===== src/rtl/gpio_irq_sense_pkg.sv =====
// Package: shared constants and per-pin configuration type for the GPIO
// interrupt sense unit. Assumes a 12-bit byte address space.
package gpio_irq_sense_pkg;

    localparam int ADDR_W = 12;

    localparam logic [ADDR_W-1:0] OFF_SENSE  = 12'h404;
    localparam logic [ADDR_W-1:0] OFF_DUAL   = 12'h408;
    localparam logic [ADDR_W-1:0] OFF_POL    = 12'h40C;
    localparam logic [ADDR_W-1:0] OFF_ENABLE = 12'h410;
    localparam logic [ADDR_W-1:0] OFF_RAW    = 12'h414;
    localparam logic [ADDR_W-1:0] OFF_MASKED = 12'h418;
    localparam logic [ADDR_W-1:0] OFF_ACK    = 12'h41C;

    // Trigger setup of one pin
    typedef struct packed {
        logic level;   // 1 = level sensed, 0 = edge sensed
        logic dual;    // 1 = both edges (edge mode only)
        logic pol;     // 1 = high/rising, 0 = low/falling
    } pin_cfg_t;

endpackage


===== src/rtl/gpio_sense_cell.sv =====
// Module: gpio_sense_cell
// Detects the interrupt condition for one pin. In edge mode it compares the
// current sample with the previous one and latches a sticky pending bit,
// which is cleared by an acknowledge pulse. A new edge wins over a
// simultaneous acknowledge. In level mode the pending bit follows the input
// combinationally, and the sticky latch is held at zero.
// Assumes: pin_i is synchronous to clk; the previous sample resets to 0.
module gpio_sense_cell
    import gpio_irq_sense_pkg::*;
(
    input  logic     clk,
    input  logic     rst_n,
    input  logic     pin_i,
    input  pin_cfg_t cfg_i,
    input  logic     ack_i,
    output logic     raw_o
);

    logic prev_q;
    logic latch_q;
    logic rise;
    logic fall;
    logic edge_hit;
    logic level_hit;

    // Keep the previous sample for edge comparison
    always_ff @(posedge clk) begin
        if (!rst_n) prev_q <= 1'b0;
        else        prev_q <= pin_i;
    end

    // Classify the transition seen this cycle
    always_comb begin
        rise      = ~prev_q & pin_i;
        fall      = prev_q & ~pin_i;
        if (cfg_i.level)     edge_hit = 1'b0;
        else if (cfg_i.dual) edge_hit = rise | fall;
        else if (cfg_i.pol)  edge_hit = rise;
        else                 edge_hit = fall;
        level_hit = cfg_i.level & (pin_i == cfg_i.pol);
    end

    // Sticky edge status: edge beats acknowledge
    always_ff @(posedge clk) begin
        if (!rst_n)           latch_q <= 1'b0;
        else if (cfg_i.level) latch_q <= 1'b0;
        else if (edge_hit)    latch_q <= 1'b1;
        else if (ack_i)       latch_q <= 1'b0;
    end

    // Select the reported status by mode
    assign raw_o = cfg_i.level ? level_hit : latch_q;


    edge_latch_chk: assert property (@(posedge clk) disable iff (!rst_n)
        (!cfg_i.level && edge_hit) |=> latch_q);


    edge_beats_ack_chk: assert property (@(posedge clk) disable iff (!rst_n)
        (!cfg_i.level && edge_hit && ack_i) |=> latch_q);


    ack_clear_chk: assert property (@(posedge clk) disable iff (!rst_n)
        (ack_i && !edge_hit) |=> !latch_q);


    hold_chk: assert property (@(posedge clk) disable iff (!rst_n)
        (!cfg_i.level && !edge_hit && !ack_i) |=> $stable(latch_q));


    level_no_latch_chk: assert property (@(posedge clk) disable iff (!rst_n)
        (cfg_i.level && $past(cfg_i.level)) |-> !latch_q);

endmodule


===== src/rtl/gpio_sense_regs.sv =====
// Module: gpio_sense_regs
// Holds the configuration registers and the enable register. Decodes writes,
// turns acknowledge writes into a one-cycle clear vector, and builds the
// combinational read data.
// Assumes: one write per cycle, and that the byte address selects the register.
module gpio_sense_regs
    import gpio_irq_sense_pkg::*;
#(
    parameter int NUM_PINS = 8
) (
    input  logic                clk,
    input  logic                rst_n,
    input  logic                bus_wr,
    input  logic [ADDR_W-1:0]   bus_addr,
    input  logic [NUM_PINS-1:0] bus_wdata,
    input  logic [NUM_PINS-1:0] raw_i,
    input  logic [NUM_PINS-1:0] masked_i,
    output logic [NUM_PINS-1:0] sense_o,
    output logic [NUM_PINS-1:0] dual_o,
    output logic [NUM_PINS-1:0] pol_o,
    output logic [NUM_PINS-1:0] enable_o,
    output logic [NUM_PINS-1:0] ack_o,
    output logic [NUM_PINS-1:0] bus_rdata
);

    logic [NUM_PINS-1:0] sense_q, dual_q, pol_q, en_q;

    // Configuration and enable register writes
    always_ff @(posedge clk) begin
        if (!rst_n) begin
            sense_q <= '0;
            dual_q  <= '0;
            pol_q   <= '0;
            en_q    <= '0;
        end else if (bus_wr) begin
            case (bus_addr)
                OFF_SENSE:  sense_q <= bus_wdata;
                OFF_DUAL:   dual_q  <= bus_wdata;
                OFF_POL:    pol_q   <= bus_wdata;
                OFF_ENABLE: en_q    <= bus_wdata;
                default:    ;
            endcase
        end
    end

    // Acknowledge vector, active in the cycle of the write
    assign ack_o = (bus_wr && bus_addr == OFF_ACK) ? bus_wdata : '0;

    // Read multiplexer; the acknowledge register and holes read zero
    always_comb begin
        case (bus_addr)
            OFF_SENSE:  bus_rdata = sense_q;
            OFF_DUAL:   bus_rdata = dual_q;
            OFF_POL:    bus_rdata = pol_q;
            OFF_ENABLE: bus_rdata = en_q;
            OFF_RAW:    bus_rdata = raw_i;
            OFF_MASKED: bus_rdata = masked_i;
            default:    bus_rdata = '0;
        endcase
    end

    assign sense_o  = sense_q;
    assign dual_o   = dual_q;
    assign pol_o    = pol_q;
    assign enable_o = en_q;

endmodule


===== src/rtl/gpio_irq_sense.sv =====
// Module: gpio_irq_sense (top)
// Per-pin GPIO interrupt detection with a register port. It instantiates one
// sense cell per pin, masks the raw status with the enables, and ORs the
// masked bits onto irq_out.
// Assumes: pin_in is already synchronized to clk, and pins are low in reset.
module gpio_irq_sense
    import gpio_irq_sense_pkg::*;
#(
    parameter int NUM_PINS = 8
) (
    input  logic                clk,
    input  logic                rst_n,
    input  logic [NUM_PINS-1:0] pin_in,
    input  logic                bus_wr,
    input  logic [ADDR_W-1:0]   bus_addr,
    input  logic [NUM_PINS-1:0] bus_wdata,
    output logic [NUM_PINS-1:0] bus_rdata,
    output logic                irq_out
);

    logic [NUM_PINS-1:0] sense, dual, pol, enable, ack, raw, masked;

    // Register file and bus decode
    gpio_sense_regs #(.NUM_PINS(NUM_PINS)) u_regs (
        .clk       (clk),
        .rst_n     (rst_n),
        .bus_wr    (bus_wr),
        .bus_addr  (bus_addr),
        .bus_wdata (bus_wdata),
        .raw_i     (raw),
        .masked_i  (masked),
        .sense_o   (sense),
        .dual_o    (dual),
        .pol_o     (pol),
        .enable_o  (enable),
        .ack_o     (ack),
        .bus_rdata (bus_rdata)
    );

    // One detector per pin
    for (genvar i = 0; i < NUM_PINS; i++) begin : g_pin
        pin_cfg_t cfg;
        assign cfg = '{level: sense[i], dual: dual[i], pol: pol[i]};
        gpio_sense_cell u_cell (
            .clk   (clk),
            .rst_n (rst_n),
            .pin_i (pin_in[i]),
            .cfg_i (cfg),
            .ack_i (ack[i]),
            .raw_o (raw[i])
        );
    end

    // Mask and combine
    assign masked  = raw & enable;
    assign irq_out = |masked;


    mask_all_chk: assert property (@(posedge clk) disable iff (!rst_n)
        (bus_wr && bus_addr == OFF_ENABLE && bus_wdata == '0) |=> !irq_out);

endmodule


===== config.mk =====
export PLATFORM = sky130hd
export DESIGN_NAME = gpio_irq_sense
export DESIGN_NICKNAME = d
export VERILOG_FILES = /design/src/rtl/gpio_irq_sense_pkg.sv /design/src/rtl/gpio_sense_cell.sv /design/src/rtl/gpio_sense_regs.sv /design/src/rtl/gpio_irq_sense.sv
export SDC_FILE = /design/constraint.sdc
export NUM_CORES = 1
export LEC_CHECK = 0
export ABC_AREA = 1
export BUFFER_PORTS_ARGS = -buffer_cell sky130_fd_sc_hd__buf_2
export CELL_PAD_IN_SITES_DETAIL_PLACEMENT = 0
export CELL_PAD_IN_SITES_GLOBAL_PLACEMENT = 1
export CORE_MARGIN = 1
export CORE_UTILIZATION = 40
export CTS_BUF_LIST = sky130_fd_sc_hd__clkbuf_2
export DETAILED_ROUTE_END_ITERATION = 8
export GPL_TIMING_DRIVEN = 0
export PLACE_DENSITY_LB_ADDON = 0.05
export SYNTH_ARGS = -nofsm -noshare
export SYNTH_HDL_FRONTEND = slang
export SYNTH_SLANG_ARGS = --single-unit

===== constraint.sdc =====
create_clock -name clk -period 2.4 [get_ports clk]
set_clock_uncertainty 0.15 [all_clocks]
set_input_delay 0.12 -clock clk [delete_from_list [all_inputs] [get_ports clk]]
set_output_delay 0.12 -clock clk [all_outputs]
set_load 0.05 [all_outputs]

==> results of run 1 <==
-- routing by layer --
metal	global-route usage, %	up-vias	part of all wire, %
li1	-	1580	-
met1	29.39	1358	48
met2	39.93	52	47
met3	3.638	15	3.0
met4	8.211	0	2.2
met5	0	-	0
-- Yosys cell counts, types with 6 or more instances --
master and instances:
sky130_fd_sc_hd__nand2_2 6, sky130_fd_sc_hd__inv_2 7, sky130_fd_sc_hd__nand2_1 101, sky130_fd_sc_hd__o21ai_0 50
sky130_fd_sc_hd__a21oi_1 40, sky130_fd_sc_hd__nand3_1 26, sky130_fd_sc_hd__dfxtp_1 48, sky130_fd_sc_hd__inv_1 75
sky130_fd_sc_hd__nor2_1 49, sky130_fd_sc_hd__ha_1 16
-- power breakdown --
group	internal, mW	total [mW]	switching, mW	leakage (nW)
combinational	0.0771	0.180	0.103	1.23
clock	0.0779	0.329	0.251	0.0306
sequential	0.814	0.821	0.00729	0.390
total	0.969	1.33	0.362	1.65
-- flip-flops by register name (all words and copies together), names as in the netlist --
signal,count
g_pin.u_cell.latch_q,8
g_pin.u_cell.prev_q,8
u_regs.dual_o,8
u_regs.enable_o,8
u_regs.pol_o,8
u_regs.sense_o,8
-- final cells by class --
class                   count  area [sq um]  share of cell area, %
inverters                  82         307.8                  8.714
well taps                  99         123.9                  3.507
plain buffers               8         53.80                  1.523
clock inverters             1         3.754                 0.1063
flip-flops and latches     48         960.9                  27.21
repair buffers             56         370.4                  10.49
clock buffers               7         35.03                 0.9919
multi-input cells         324          1677                  47.47
-- worst register-to-register path: cells and delay by family (launching register included) --
kind | cells | cell delay [ps]
fa+ha+maj | 1 | 180
compound gates | 1 | 60
flops | 1 | 380
simple gates | 3 | 210
buf+inv | 1 | 50
-- cell families after synthesis --
kind of cell	count (synthesis)	share of synthesized area, %
AND/OR/NAND/NOR	199	29.54
buffers and inverters	90	12.06
adder cells (fa/ha/maj)	16	6.675
flip-flops	48	32.04
AO/OA/AOI/OAI	108	19.40
XOR/XNOR	1	0.2921
-- worst paths after layout --
| path | to | start | depth (start not counted) | slack (ps) |
|---|---|---|---|---|
| setup / recovery | bus_rdata[2] | u_regs.pol_o[2]$_SDFFE_PN0P_ | 9 | 260 |
| hold / removal | u_regs.dual_o[5]$_SDFFE_PN0P_ | rst_n | 3 | 20 |
| setup reg to reg | g_pin[7].u_cell.latch_q$_SDFFE_PP0P_ | g_pin[7].u_cell.prev_q$_SDFF_PN0_ | 6 | 1310 |
| hold reg to reg | u_regs.enable_o[6]$_SDFFE_PN0P_ | u_regs.enable_o[6]$_SDFFE_PN0P_ | 2 | 330 |
-- per-stage QoR --
stage / instance area [sq um] / setup slack, ps / power (mW)
global placement: 3313 / 429.5 / 0.9921
finish: 3532 / 263.5 / 1.330
floorplan: 2999 / 535.1 / 0.9262
CTS: 3532 / 258.2 / 1.355
global route: 3532 / 47.73 / 1.403
detailed placement: 3313 / 429.1 / 0.9956
==> report_table.html, run 1 <==
<table>
<tr><th>Metric</th><th>Value</th></tr>
<tr><th colspan="2">Outcome</th></tr>
<tr><td>Outcome</td><td>completed</td></tr>
<tr><th colspan="2">Yosys</th></tr>
<tr><td>Mapped Area</td><td>2999 sq um</td></tr>
<tr><td>Cells after synthesis</td><td>462</td></tr>
<tr><td>Prevailing post-synth register cell</td><td>sky130_fd_sc_hd__dfxtp_1</td></tr>
<tr><td>Async set or reset register ratio after synthesis</td><td>0%</td></tr>
<tr><td>Count of flip-flops with a built-in enable after synthesis</td><td>0</td></tr>
<tr><td>Net Count, Synth</td><td>509</td></tr>
<tr><td>Register bit total from synthesis</td><td>48</td></tr>
<tr><td>Main area contributors after synthesis</td><td>sky130_fd_sc_hd__dfxtp_1, sky130_fd_sc_hd__nand2_1, sky130_fd_sc_hd__inv_1, sky130_fd_sc_hd__o21ai_0, sky130_fd_sc_hd__a21oi_1</td></tr>
<tr><td>Sequential share of the synthesized area</td><td>32.04%</td></tr>
<tr><td>Share of the synthesized area in the top cell type</td><td>32.04%</td></tr>
<tr><td>Cell taking the most area after synthesis</td><td>sky130_fd_sc_hd__dfxtp_1</td></tr>
<tr><td>Synthesized area per cell</td><td>6.492 sq um</td></tr>
<tr><td>Number of warnings reported in the yosys synthesis log</td><td>0</td></tr>
<tr><td>Number of distinct library cells after synthesis</td><td>25</td></tr>
<tr><th colspan="2">Worst hold path</th></tr>
<tr><td>HP Class</td><td>in2reg</td></tr>
<tr><th colspan="2">Route</th></tr>
<tr><td>Number of design-rule violations left by the first detailed-router iteration</td><td>120</td></tr>
<tr><td>Vias per inst</td><td>4.808</td></tr>
<tr><td>Number of remaining DRC errors</td><td>0</td></tr>
<tr><td>Final routed wire length divided by cell count</td><td>13.67 um</td></tr>
<tr><td>Number of nets still failing antenna checks after routing</td><td>0</td></tr>
<tr><td>Vias</td><td>3005</td></tr>
<tr><td>Routed wire length</td><td>8.543 mm</td></tr>
<tr><td>First-pass iteration count of the detailed router</td><td>4</td></tr>
<tr><th colspan="2">Floorplan</th></tr>
<tr><td>Die Span X</td><td>88.59 um</td></tr>
<tr><td>Starting density of the core</td><td>41.35%</td></tr>
<tr><td>Floorplan Core Area</td><td>7253 sq um</td></tr>
<tr><td>Vertical die dimension</td><td>88.59 um</td></tr>
<tr><td>I/O pin cnt</td><td>40</td></tr>
<tr><td>Num rows</td><td>31</td></tr>
<tr><td>Die Outline Area</td><td>7848 sq um</td></tr>
<tr><th colspan="2">GRT</th></tr>
<tr><td>Number of antenna violations at the first check in global routing</td><td>0</td></tr>
<tr><td>Pin count of the biggest net entering global routing</td><td>14</td></tr>
<tr><td>Wire length of the first global-routing pass</td><td>13.46 mm</td></tr>
<tr><td>Global Route Usage Sum</td><td>23.20%</td></tr>
<tr><td>Leftover overflow at the end of global routing</td><td>0</td></tr>
<tr><td>Number of global-route vias before repair</td><td>2843</td></tr>
<tr><th colspan="2">Cells and area</th></tr>
<tr><td>Commonest cells after routing, fill and taps aside</td><td>sky130_fd_sc_hd__nand2_1, sky130_fd_sc_hd__inv_1, sky130_fd_sc_hd__o21ai_0, sky130_fd_sc_hd__nor2_1, sky130_fd_sc_hd__dfxtp_1</td></tr>
<tr><td>Count of antenna diodes in the layout</td><td>0</td></tr>
<tr><td>Final #Nets</td><td>572</td></tr>
<tr><td>Fraction of layout cells with a size suffix above 1</td><td>16.16%</td></tr>
<tr><td>Count of non-filler cells in the finished layout</td><td>625</td></tr>
<tr><td>Share of the core filled with cells</td><td>48.70%</td></tr>
<tr><td>Number of filler cells placed in the layout</td><td>805</td></tr>
<tr><td>Relative area change from synthesis to final layout</td><td>17.77%</td></tr>
<tr><td>Most common library cell in the layout ignoring fill and taps</td><td>sky130_fd_sc_hd__nand2_1</td></tr>
<tr><th colspan="2">STA</th></tr>
<tr><td>Final cycle utilization of the critical path</td><td>89.02%</td></tr>
<tr><td>Final Hold Viols</td><td>0</td></tr>
<tr><td>Total negative slack for setup checks</td><td>0 ps</td></tr>
<tr><td>Final Max Tran Viols</td><td>0</td></tr>
<tr><td>Highest achievable clock rate</td><td>468.1 MHz</td></tr>
<tr><td>Setup repair after global routing missed its margin</td><td>false</td></tr>
<tr><td>Worst hold margin</td><td>19.10 ps</td></tr>
<tr><td>Max_slew headroom</td><td>51.26%</td></tr>
<tr><td>Final period demand of the worst path</td><td>2136 ps</td></tr>
<tr><td>Slew at the pin closest to its max-slew limit</td><td>731.1 ps</td></tr>
<tr><td>Setup-violating endpoint count in the final report</td><td>0</td></tr>
<tr><th colspan="2">Critical path</th></tr>
<tr><td>Buffering stage count on the worst path with inverters included</td><td>2</td></tr>
<tr><td>Max Fanout on Critical Path</td><td>4</td></tr>
<tr><td>WP data arrival</td><td>1870 ps</td></tr>
<tr><td>Cell Chain, Critical Path</td><td>inv_1 -&gt; nand2_1 -&gt; nand2_1 -&gt; a21boi_0 -&gt; nand2_1 -&gt; nand2_1 -&gt; nor2_1 -&gt; a21oi_1 -&gt; buf_2</td></tr>
<tr><td>Highest-delay cell along the critical path</td><td>sky130_fd_sc_hd__dfxtp_1</td></tr>
<tr><td>CP Capture Type</td><td>output pin</td></tr>
<tr><td>Critical Path Source Type</td><td>flop</td></tr>
<tr><td>Most frequent cell on the critical path</td><td>sky130_fd_sc_hd__nand2_1</td></tr>
<tr><td>Critical path start-end classification</td><td>reg2out</td></tr>
<tr><td>Data required time of the worst path</td><td>2130 ps</td></tr>
<tr><td>Dominant delay contributor by cell family on the critical path</td><td>flip-flops</td></tr>
<tr><td>Largest stage delay on the critical path</td><td>400 ps</td></tr>
<tr><th colspan="2">Pwr</th></tr>
<tr><td>Worst IR drop on VDD</td><td>0.1835 mV</td></tr>
<tr><td>PwrDens</td><td>376.7 nW/um^2</td></tr>
<tr><td>Leakage power total</td><td>1.646 nW</td></tr>
<tr><th colspan="2">Clocking</th></tr>
<tr><td>Post-CTS setup buffer count</td><td>0</td></tr>
<tr><td>Number of buffers created by CTS</td><td>5</td></tr>
<tr><td>Clock slew at the register clock pins of the worst setup and hold paths</td><td>230 ps</td></tr>
<tr><td>Worst skew pair latency</td><td>420 ps</td></tr>
<tr><td>Max clock buf depth</td><td>2</td></tr>
<tr><td>Cell at the root of the clock tree</td><td>sky130_fd_sc_hd__clkbuf_2</td></tr>
<tr><td>Cts repair resizes</td><td>0</td></tr>
<tr><td>CTS Hold Buffers Added</td><td>18</td></tr>
<tr><td>TritonCTS clock tree</td><td>done</td></tr>
<tr><td>Clock Sinks</td><td>48</td></tr>
<tr><td>Level count of the clock H-tree</td><td>2</td></tr>
<tr><th colspan="2">Placement</th></tr>
<tr><td>Port-buffer cells</td><td>38</td></tr>
<tr><td>Post-DP HPWL</td><td>6.220 mm</td></tr>
<tr><td>Number of placed instances, taps included</td><td>599</td></tr>
<tr><td>Final estimated routing congestion in global placement</td><td>0.8553</td></tr>
<tr><th colspan="2">Run</th></tr>
<tr><td>Max-cap check violation count</td><td>0</td></tr>
</table>
Note: power is estimated with default switching activity, not from simulation.
==> run 2, diff against run 1 <==
--- a/config.mk
+++ b/config.mk
@@ -5,10 +5,10 @@
 export SDC_FILE = /design/constraint.sdc
 export NUM_CORES = 1
 export LEC_CHECK = 0
-export ABC_AREA = 1
 export BUFFER_PORTS_ARGS = -buffer_cell sky130_fd_sc_hd__buf_2
 export CELL_PAD_IN_SITES_DETAIL_PLACEMENT = 0
 export CELL_PAD_IN_SITES_GLOBAL_PLACEMENT = 1
+export CORE_ASPECT_RATIO = 0.7
 export CORE_MARGIN = 1
 export CORE_UTILIZATION = 40
 export CTS_BUF_LIST = sky130_fd_sc_hd__clkbuf_2
==> report_table.html, run 2 <==
<table>
<tr><th>Metric</th><th>Value</th></tr>
<tr><th colspan="2">Cells and area</th></tr>
<tr><td>Fraction of layout cells with a size suffix above 1</td><td>16.09% (-0.071 points)</td></tr>
<tr><td>Commonest cells after routing, fill and taps aside</td><td>sky130_fd_sc_hd__nand2_1, sky130_fd_sc_hd__dfxtp_1, sky130_fd_sc_hd__buf_2, sky130_fd_sc_hd__mux2i_1, sky130_fd_sc_hd__o21ai_0</td></tr>
<tr><td>Final #Nets</td><td>450 (-21%)</td></tr>
<tr><td>Relative area change from synthesis to final layout</td><td>19.20%</td></tr>
<tr><td>Count of non-filler cells in the finished layout</td><td>498 (-20%)</td></tr>
<tr><td>Most common library cell in the layout ignoring fill and taps</td><td>sky130_fd_sc_hd__nand2_1</td></tr>
<tr><td>Count of antenna diodes in the layout</td><td>0 (unchanged)</td></tr>
<tr><th colspan="2">Route</th></tr>
<tr><td>First-pass iteration count of the detailed router</td><td>4 (unchanged)</td></tr>
<tr><td>Number of design-rule violations left by the first detailed-router iteration</td><td>166 (+38%)</td></tr>
<tr><td>Number of nets still failing antenna checks after routing</td><td>0 (unchanged)</td></tr>
<tr><td>Final routed wire length divided by cell count</td><td>17.39 um (+27%)</td></tr>
<tr><td>Vias per inst</td><td>5.396 (+12%)</td></tr>
<tr><td>Routed wire length</td><td>8.661 mm (+1.4%)</td></tr>
<tr><td>Number of remaining DRC errors</td><td>0 (unchanged)</td></tr>
<tr><td>Vias</td><td>2687 (-11%)</td></tr>
<tr><th colspan="2">Placement</th></tr>
<tr><td>Post-DP HPWL</td><td>6.026 mm (-3.1%)</td></tr>
<tr><td>Number of placed instances, taps included</td><td>472 (-21%)</td></tr>
<tr><td>Final estimated routing congestion in global placement</td><td>0.7724 (-9.7%)</td></tr>
<tr><td>Port-buffer cells</td><td>38 (unchanged)</td></tr>
<tr><th colspan="2">Clocking</th></tr>
<tr><td>Clock slew at the register clock pins of the worst setup and hold paths</td><td>280 ps (+50 ps)</td></tr>
<tr><td>Max clock buf depth</td><td>2 (unchanged)</td></tr>
<tr><td>TritonCTS clock tree</td><td>done</td></tr>
<tr><td>Level count of the clock H-tree</td><td>2 (unchanged)</td></tr>
<tr><td>Number of buffers created by CTS</td><td>5 (unchanged)</td></tr>
<tr><td>Post-CTS setup buffer count</td><td>0 (unchanged)</td></tr>
<tr><td>Cell at the root of the clock tree</td><td>sky130_fd_sc_hd__clkbuf_2</td></tr>
<tr><td>Clock Sinks</td><td>48 (unchanged)</td></tr>
<tr><td>Worst skew pair latency</td><td>450 ps (+30 ps)</td></tr>
<tr><th colspan="2">Pwr</th></tr>
<tr><td>Leakage power total</td><td>1.467 nW (-11%)</td></tr>
<tr><td>Clock group share of total power</td><td>30.9% (+6.2 points)</td></tr>
<tr><td>Internal portion of total power</td><td>1.073 mW (+11%)</td></tr>
<tr><td>Switching power of the nets</td><td>0.4028 mW (+11%)</td></tr>
<tr><td>Switching power as a share of total power</td><td>27.30% (+0.13 points)</td></tr>
<tr><td>PwrDens</td><td>423.0 nW/um^2 (+12%)</td></tr>
<tr><td>Gate power share</td><td>13.3% (-0.2 points)</td></tr>
<tr><td>Part of the total power dissipated in sequential elements</td><td>55.8% (-5.9 points)</td></tr>
<tr><td>Worst IR drop on VDD</td><td>0.2638 mV (+44%)</td></tr>
<tr><th colspan="2">Critical path</th></tr>
<tr><td>Cell Chain, Critical Path</td><td>buf_2 -&gt; buf_2 -&gt; buf_1 -&gt; mux2i_1 -&gt; o221ai_1 -&gt; buf_2</td></tr>
<tr><td>Data required time of the worst path</td><td>2130 ps (about the same)</td></tr>
<tr><td>Start of the worst register-to-register path</td><td>g_pin[3].u_cell.prev_q$_SDFF_PN0_</td></tr>
<tr><td>Critical Path Source Type</td><td>input port</td></tr>
<tr><td>Critical path depth</td><td>6 (-3)</td></tr>
<tr><td>Highest-delay cell along the critical path</td><td>sky130_fd_sc_hd__buf_1</td></tr>
<tr><td>Dominant delay contributor by cell family on the critical path</td><td>buffers and inverters</td></tr>
<tr><td>Max Fanout on Critical Path</td><td>10 (+6)</td></tr>
<tr><td>Most frequent cell on the critical path</td><td>sky130_fd_sc_hd__buf_2</td></tr>
<tr><td>CP Capture Type</td><td>output pin</td></tr>
<tr><td>Critical Path Source</td><td>bus_addr[2]</td></tr>
<tr><td>Worst Reg-to-Reg Cells</td><td>5 (-1)</td></tr>
<tr><td>WP data arrival</td><td>1960 ps (+90 ps)</td></tr>
<tr><td>R2R Setup Slk</td><td>1070 ps (-240 ps)</td></tr>
<tr><td>Destination of the worst register-to-register timing path</td><td>g_pin[3].u_cell.latch_q$_SDFFE_PP0P_</td></tr>
<tr><td>Largest stage delay on the critical path</td><td>710 ps (+310 ps)</td></tr>
<tr><td>Critical path start-end classification</td><td>in2out</td></tr>
<tr><td>Buffering stage count on the worst path with inverters included</td><td>4 (+2)</td></tr>
<tr><td>End of the critical path</td><td>bus_rdata[5]</td></tr>
<tr><th colspan="2">Yosys</th></tr>
<tr><td>Mapped Area</td><td>2927 sq um (-2.4%)</td></tr>
<tr><td>Compound-Gate Fraction of Synth Area</td><td>14.02% (-5.4 points)</td></tr>
<tr><td>Mux cell area share after synthesis</td><td>16.76% (+17 points)</td></tr>
<tr><td>Cell taking the most area after synthesis</td><td>sky130_fd_sc_hd__dfxtp_1</td></tr>
<tr><td>Net Count, Synth</td><td>387 (-24%)</td></tr>
<tr><td>Main area contributors after synthesis</td><td>sky130_fd_sc_hd__dfxtp_1, sky130_fd_sc_hd__mux2i_1, sky130_fd_sc_hd__nand2_1, sky130_fd_sc_hd__ha_1, sky130_fd_sc_hd__o21ai_0</td></tr>
<tr><td>Register bit total from synthesis</td><td>48 (unchanged)</td></tr>
<tr><td>Synthesized area per cell</td><td>8.608 sq um (+33%)</td></tr>
<tr><td>Sequential share of the synthesized area</td><td>32.83% (+0.79 points)</td></tr>
<tr><td>Cells after synthesis</td><td>340 (-26%)</td></tr>
<tr><td>Count of flip-flops with a built-in enable after synthesis</td><td>0 (unchanged)</td></tr>
<tr><td>Async set or reset register ratio after synthesis</td><td>0% (unchanged)</td></tr>
<tr><td>Most frequent cell after synthesis</td><td>sky130_fd_sc_hd__nand2_1</td></tr>
<tr><td>Largest family of logic cells by synthesized area</td><td>simple AND/OR/NAND/NOR gates</td></tr>
<tr><td>Share of the synthesized area in the top cell type</td><td>32.83% (+0.79 points)</td></tr>
<tr><td>Xor-xnor portion of the synthesized cell area</td><td>2.394% (+2.1 points)</td></tr>
<tr><td>Cell types with the highest counts after synthesis</td><td>sky130_fd_sc_hd__nand2_1, sky130_fd_sc_hd__dfxtp_1, sky130_fd_sc_hd__mux2i_1</td></tr>
<tr><td>Number of distinct library cells after synthesis</td><td>37 (+48%)</td></tr>
<tr><td>Number of warnings reported in the yosys synthesis log</td><td>0 (unchanged)</td></tr>
<tr><td>Post-synthesis adder-cell area fraction</td><td>6.841% (+0.17 points)</td></tr>
<tr><td>Simple-gate area share of the yosys netlist</td><td>21.50% (-8.0 points)</td></tr>
<tr><td>Prevailing post-synth register cell</td><td>sky130_fd_sc_hd__dfxtp_1</td></tr>
<tr><th colspan="2">STA</th></tr>
<tr><td>Worst hold margin</td><td>95.18 ps (+76.08 ps)</td></tr>
<tr><td>Setup-violating endpoint count in the final report</td><td>0 (unchanged)</td></tr>
<tr><td>Final cycle utilization of the critical path</td><td>92.94% (+3.9 points)</td></tr>
<tr><td>Max_slew headroom</td><td>39.87% (-11 points)</td></tr>
<tr><td>Highest achievable clock rate</td><td>448.3 MHz (-4.2%)</td></tr>
<tr><td>Final Hold Viols</td><td>0 (unchanged)</td></tr>
<tr><td>Slew at the pin closest to its max-slew limit</td><td>901.9 ps (+170.8 ps)</td></tr>
<tr><td>Setup repair after global routing missed its margin</td><td>false</td></tr>
<tr><td>Final period demand of the worst path</td><td>2230 ps (+94.00 ps)</td></tr>
<tr><td>Final Max Tran Viols</td><td>0 (unchanged)</td></tr>
<tr><td>Total negative slack for setup checks</td><td>0 ps (unchanged)</td></tr>
<tr><th colspan="2">Floorplan</th></tr>
<tr><td>Die Outline Area</td><td>7668 sq um (-2.3%)</td></tr>
<tr><td>Vertical die dimension</td><td>73.57 um (-17%)</td></tr>
<tr><td>Starting density of the core</td><td>42.33% (+0.99 points)</td></tr>
<tr><td>I/O pin cnt</td><td>40 (unchanged)</td></tr>
<tr><td>Die Span X</td><td>104.2 um (+18%)</td></tr>
<tr><td>Floorplan Core Area</td><td>6913 sq um (-4.7%)</td></tr>
<tr><td>Num rows</td><td>25 (-19%)</td></tr>
<tr><th colspan="2">GRT</th></tr>
<tr><td>Number of global-route vias before repair</td><td>2547 (-10%)</td></tr>
<tr><td>Number of antenna violations at the first check in global routing</td><td>0 (unchanged)</td></tr>
<tr><td>Global Route Usage Sum</td><td>23.54% (+0.34 points)</td></tr>
<tr><td>Wire length of the first global-routing pass</td><td>13.54 mm (+0.66%)</td></tr>
<tr><td>Pin count of the biggest net entering global routing</td><td>16 (+2)</td></tr>
<tr><td>Leftover overflow at the end of global routing</td><td>0 (unchanged)</td></tr>
<tr><th colspan="2">Worst hold path</th></tr>
<tr><td>HP Class</td><td>in2reg</td></tr>
<tr><th colspan="2">Run</th></tr>
<tr><td>Max-cap check violation count</td><td>0 (unchanged)</td></tr>
<tr><th colspan="2">Outcome</th></tr>
<tr><td>Outcome</td><td>completed</td></tr>
</table>
## run 2: changes by cell type after synthesis, sizes merged, moves of 10 or more
cell | previous run | this run
mux2i | 0 | 40
nor2b | 0 | 14
a21oi | 43 | 13
nor2 | 60 | 3
o21ai | 59 | 24
nand2 | 109 | 56
nand4 | 1 | 13
inv | 82 | 22
and2 | 0 | 10
nand3 | 26 | 4
## run 2: cell families after synthesis
logic type / Yosys count
compound gates: 63
xor+xnor: 8
fa+ha+maj: 16
buf+inv: 39
flops: 48
mux: 48
simple gates: 118
## run 2: worst min path at each step
stage	start	endpoint	depth (start not counted)
after floorplan	pin_in[0]	g_pin[0].u_cell.prev_q$_SDFF_PN0_	1
after global placement	pin_in[2]	g_pin[2].u_cell.prev_q$_SDFF_PN0_	2
after detailed placement	pin_in[4]	g_pin[4].u_cell.prev_q$_SDFF_PN0_	2
after CTS	rst_n	g_pin[1].u_cell.latch_q$_SDFFE_PP0P_	3
after global routing	bus_wr	u_regs.enable_o[2]$_SDFFE_PN0P_	4
final	bus_wr	u_regs.enable_o[2]$_SDFFE_PN0P_	4
## run 2: area by class of cell
| class | instances | area [sq um] |
|---|---|---|
| Timing Repair Buffer | 56 | 370.4 |
| Buffer | 17 | 83.83 |
| Clock inverter | 3 | 42.54 |
| Clock buffer | 5 | 25.02 |
| Tap cell | 94 | 117.6 |
| Multi-Input combinational cell | 253 | 1805 |
| Sequential cell | 48 | 960.9 |
| Inverter | 22 | 82.58 |
| Fill cell | 681 | 3425 |
## run 2: worst register-to-register path: stages (launching register included)
cell,delay (ps)
sky130_fd_sc_hd__dfxtp_1,380
sky130_fd_sc_hd__inv_1,40
sky130_fd_sc_hd__ha_1,160
sky130_fd_sc_hd__mux2_2,250
sky130_fd_sc_hd__o21ai_0,180
sky130_fd_sc_hd__a21oi_1,90
## run 2: per-stage QoR
stage / utilization [%] / cell area [sq um] / power (mW) / setup slack, ps
floorplan: - / 2927 / 0.9286 / 282.2
global placement: 46.79 / 3234 / 1.006 / -23.87
detailed placement: 46.79 / 3234 / 1.011 / -40.31
CTS: 50.24 / 3473 / 1.481 / 62.91
global route: 50.46 / 3488 / 1.538 / 41.38
finish: 50.46 / 3488 / 1.475 / 169.5
## run 2: repair_timing
item                                    in CTS  in global routing
hold endpoints to repair                    48                  1
pin swaps                                    0                  0
gates resized for setup                      1                  1
hold buffers                                17                  1
endpoints found under the setup margin       2                  3
## run 2: power by group through the flow
stage,sequential (mW),clock (mW),combinational (mW)
after floorplan,0.835,0,0.0938
after global placement,0.837,0,0.169
after detailed placement,0.838,0,0.173
after CTS,0.823,0.463,0.195
after global routing,0.826,0.495,0.217
final,0.823,0.456,0.197
## run 2: metal layers
metal	GRT usage (%)	vias up	share of wire (%)
li1	-	1322	-
met1	31.57	1263	47
met2	39.85	87	45
met3	3.461	15	7.3
met4	6.667	0	1.5
met5	0	-	0
==> run 3, diff against run 2 <==
--- a/config.mk
+++ b/config.mk
@@ -6,12 +6,13 @@
 export NUM_CORES = 1
 export LEC_CHECK = 0
 export BUFFER_PORTS_ARGS = -buffer_cell sky130_fd_sc_hd__buf_2
+export CAP_MARGIN = 0
 export CELL_PAD_IN_SITES_DETAIL_PLACEMENT = 0
 export CELL_PAD_IN_SITES_GLOBAL_PLACEMENT = 1
 export CORE_ASPECT_RATIO = 0.7
 export CORE_MARGIN = 1
 export CORE_UTILIZATION = 40
-export CTS_BUF_LIST = sky130_fd_sc_hd__clkbuf_2
+export CTS_BUF_LIST = sky130_fd_sc_hd__clkbuf_8
 export DETAILED_ROUTE_END_ITERATION = 8
 export GPL_TIMING_DRIVEN = 0
 export PLACE_DENSITY_LB_ADDON = 0.05
==> report_table.html, run 3 (synthesis gave the netlist of run 2 again) <==
<table>
<tr><th>Metric</th><th>Value</th></tr>
<tr><th colspan="2">Critical path</th></tr>
<tr><td>Critical Path Source</td><td>bus_addr[2]</td></tr>
<tr><td>Critical path start-end classification</td><td>in2out</td></tr>
<tr><td>Highest-delay cell along the critical path</td><td>sky130_fd_sc_hd__buf_1</td></tr>
<tr><td>Buffering stage count on the worst path with inverters included</td><td>4 (unchanged)</td></tr>
<tr><td>Max Fanout on Critical Path</td><td>10 (unchanged)</td></tr>
<tr><td>Start of the worst register-to-register path</td><td>g_pin[2].u_cell.prev_q$_SDFF_PN0_</td></tr>
<tr><td>Most frequent cell on the critical path</td><td>sky130_fd_sc_hd__buf_2</td></tr>
<tr><td>Dominant delay contributor by cell family on the critical path</td><td>buffers and inverters</td></tr>
<tr><td>CP Capture Type</td><td>output pin</td></tr>
<tr><td>Largest stage delay on the critical path</td><td>730 ps (+20 ps)</td></tr>
<tr><td>Data required time of the worst path</td><td>2130 ps (about the same)</td></tr>
<tr><td>Critical Path Source Type</td><td>input port</td></tr>
<tr><td>WP data arrival</td><td>1980 ps (+20 ps)</td></tr>
<tr><td>Cell Chain, Critical Path</td><td>buf_2 -&gt; buf_2 -&gt; buf_1 -&gt; mux2i_1 -&gt; o221ai_1 -&gt; buf_2</td></tr>
<tr><th colspan="2">Floorplan</th></tr>
<tr><td>Die Outline Area</td><td>7668 sq um (unchanged)</td></tr>
<tr><td>Die Span X</td><td>104.2 um (unchanged)</td></tr>
<tr><td>Starting density of the core</td><td>42.33% (unchanged)</td></tr>
<tr><td>I/O pin cnt</td><td>40 (unchanged)</td></tr>
<tr><td>Vertical die dimension</td><td>73.57 um (unchanged)</td></tr>
<tr><td>Num rows</td><td>25 (unchanged)</td></tr>
<tr><td>Floorplan Core Area</td><td>6913 sq um (unchanged)</td></tr>
<tr><th colspan="2">Route</th></tr>
<tr><td>Vias</td><td>2653 (-1.3%)</td></tr>
<tr><td>First-pass iteration count of the detailed router</td><td>4 (unchanged)</td></tr>
<tr><td>Vias per inst</td><td>5.349 (-0.87%)</td></tr>
<tr><td>Number of nets still failing antenna checks after routing</td><td>0 (unchanged)</td></tr>
<tr><td>Number of remaining DRC errors</td><td>0 (unchanged)</td></tr>
<tr><td>Routed wire length</td><td>8.665 mm (about the same)</td></tr>
<tr><td>Final routed wire length divided by cell count</td><td>17.47 um (+0.45%)</td></tr>
<tr><td>Number of design-rule violations left by the first detailed-router iteration</td><td>160 (-3.6%)</td></tr>
<tr><th colspan="2">Placement</th></tr>
<tr><td>Port-buffer cells</td><td>38 (unchanged)</td></tr>
<tr><td>Final estimated routing congestion in global placement</td><td>0.7724 (unchanged)</td></tr>
<tr><td>Number of placed instances, taps included</td><td>472 (unchanged)</td></tr>
<tr><td>Cell area after placement</td><td>3234 sq um (unchanged)</td></tr>
<tr><td>Post-DP HPWL</td><td>6.026 mm (unchanged)</td></tr>
<tr><th colspan="2">GRT</th></tr>
<tr><td>Number of global-route vias before repair</td><td>2536 (-0.43%)</td></tr>
<tr><td>Number of antenna violations at the first check in global routing</td><td>0 (unchanged)</td></tr>
<tr><td>Global Route Usage Sum</td><td>23.54% (about the same)</td></tr>
<tr><td>Leftover overflow at the end of global routing</td><td>0 (unchanged)</td></tr>
<tr><td>Pin count of the biggest net entering global routing</td><td>16 (unchanged)</td></tr>
<tr><td>Wire length of the first global-routing pass</td><td>13.54 mm (about the same)</td></tr>
<tr><th colspan="2">Worst hold path</th></tr>
<tr><td>Origin of the worst min-delay path</td><td>rst_n</td></tr>
<tr><td>HP Class</td><td>in2reg</td></tr>
<tr><th colspan="2">Clocking</th></tr>
<tr><td>Clock slew at the register clock pins of the worst setup and hold paths</td><td>100 ps (-180 ps)</td></tr>
<tr><td>Clock Sinks</td><td>48 (unchanged)</td></tr>
<tr><td>TritonCTS clock tree</td><td>done</td></tr>
<tr><td>Worst skew pair latency</td><td>310 ps (-140 ps)</td></tr>
<tr><td>Cell at the root of the clock tree</td><td>sky130_fd_sc_hd__clkbuf_8</td></tr>
<tr><td>Level count of the clock H-tree</td><td>2 (unchanged)</td></tr>
<tr><td>Post-CTS setup buffer count</td><td>0 (unchanged)</td></tr>
<tr><td>Number of buffers created by CTS</td><td>5 (unchanged)</td></tr>
<tr><td>Max clock buf depth</td><td>2 (unchanged)</td></tr>
<tr><th colspan="2">Pwr</th></tr>
<tr><td>PwrDens</td><td>468.7 nW/um^2 (+11%)</td></tr>
<tr><td>Worst IR drop on VDD</td><td>0.3340 mV (+27%)</td></tr>
<tr><td>Leakage power total</td><td>1.479 nW (+0.85%)</td></tr>
<tr><th colspan="2">Cells and area</th></tr>
<tr><td>Fraction of layout cells with a size suffix above 1</td><td>16.42% (+0.33 points)</td></tr>
<tr><td>Area of all sequential standard cells</td><td>960.9 sq um (unchanged)</td></tr>
<tr><td>Count of non-filler cells in the finished layout</td><td>496 (-0.40%)</td></tr>
<tr><td>Final #Nets</td><td>448 (-0.44%)</td></tr>
<tr><td>Most common library cell in the layout ignoring fill and taps</td><td>sky130_fd_sc_hd__nand2_1</td></tr>
<tr><td>Area of the multi-input gates</td><td>1805 sq um (unchanged)</td></tr>
<tr><td>Commonest cells after routing, fill and taps aside</td><td>sky130_fd_sc_hd__nand2_1, sky130_fd_sc_hd__dfxtp_1, sky130_fd_sc_hd__buf_2, sky130_fd_sc_hd__mux2i_1, sky130_fd_sc_hd__o21ai_0</td></tr>
<tr><td>Relative area change from synthesis to final layout</td><td>20.35%</td></tr>
<tr><td>Number of filler cells placed in the layout</td><td>681 (unchanged)</td></tr>
<tr><td>Count of antenna diodes in the layout</td><td>0 (unchanged)</td></tr>
<tr><td>Post-route cell area</td><td>3522 sq um (+0.97%)</td></tr>
<tr><th colspan="2">STA</th></tr>
<tr><td>Max_slew headroom</td><td>38.43% (-1.4 points)</td></tr>
<tr><td>Setup-violating endpoint count in the final report</td><td>0 (unchanged)</td></tr>
<tr><td>Slew at the pin closest to its max-slew limit</td><td>923.5 ps (+21.63 ps)</td></tr>
<tr><td>Final period demand of the worst path</td><td>2251 ps (+20.94 ps)</td></tr>
<tr><td>Final Max Tran Viols</td><td>0 (unchanged)</td></tr>
<tr><td>Final cycle utilization of the critical path</td><td>93.81% (+0.87 points)</td></tr>
<tr><td>Highest achievable clock rate</td><td>444.2 MHz (-0.93%)</td></tr>
<tr><td>Total negative slack for setup checks</td><td>0 ps (unchanged)</td></tr>
<tr><td>Final Hold Viols</td><td>0 (unchanged)</td></tr>
<tr><td>Setup repair after global routing missed its margin</td><td>false</td></tr>
<tr><th colspan="2">Outcome</th></tr>
<tr><td>Outcome</td><td>completed</td></tr>
<tr><th colspan="2">Run</th></tr>
<tr><td>Max-cap check violation count</td><td>0 (unchanged)</td></tr>
</table>
[run 3: power breakdown]
part	internal [mW]	leakage (nW)	switching [mW]	total (mW)
Combinational	0.0814	1.03	0.112	0.193
Sequential	0.810	0.390	0.00883	0.819
Clock	0.341	0.0614	0.297	0.638
[run 3: worst reg2reg max path, cell delays in order, from the launching register on]
cell                      delay [ps]
sky130_fd_sc_hd__dfxtp_1         360
sky130_fd_sc_hd__inv_1            50
sky130_fd_sc_hd__ha_1            160
sky130_fd_sc_hd__mux2_2          250
sky130_fd_sc_hd__o21ai_0         160
sky130_fd_sc_hd__a21oi_1          80
[run 3: final timing paths]
check / slack, ps / depth (start not counted) / endpoint
max: 150 / 6 / bus_rdata[5]
min: 120 / 3 / g_pin[2].u_cell.latch_q$_SDFFE_PP0P_
max reg2reg: 1080 / 5 / g_pin[2].u_cell.latch_q$_SDFFE_PP0P_
min reg2reg: 330 / 2 / g_pin[7].u_cell.latch_q$_SDFFE_PP0P_
[run 3: layout make-up]
cell class,count,area share (%)
well taps,94,3.339
repair buffers,54,9.947
multi-input cells,253,51.26
clock inverters,2,1.101
flip-flops and latches,48,27.28
clock buffers,6,2.345
plain buffers,17,2.380
inverters,22,2.345
[run 3: timing repair]
action | CTS | global route
endpoints found under the hold margin | 24 | 0
gates resized for setup | 1 | 1
hold buffers | 16 | 0
gates cloned | 0 | 0
endpoints found under the setup margin | 2 | 3
[run 3: metal layers]
metal  part of all wire (%)  routed length, um  vias to the layer above  global-route usage (%)
li1                       -                  -                     1317                       -
met1                     47               4092                     1262                   31.45
met2                     46               3972                       64                   39.93
met3                    5.8                500                       10                   3.461
met4                    1.1                 99                        0                   6.825
met5                      0                  0                        -                       0
[run 3: metrics by stage]
step | power, mW | hold WS, ps | worst slack, ps | util [%]
after floorplan | 0.9286 | 91.71 | 282.2 | -
after global placement | 1.006 | 232.2 | -23.87 | 46.79
after detailed placement | 1.011 | 241.1 | -40.31 | 46.79
after CTS | 1.660 | 156.4 | 62.91 | 50.88
after global routing | 1.706 | 187.1 | 75.07 | 50.95
final | 1.651 | 120.2 | 148.6 | 50.95
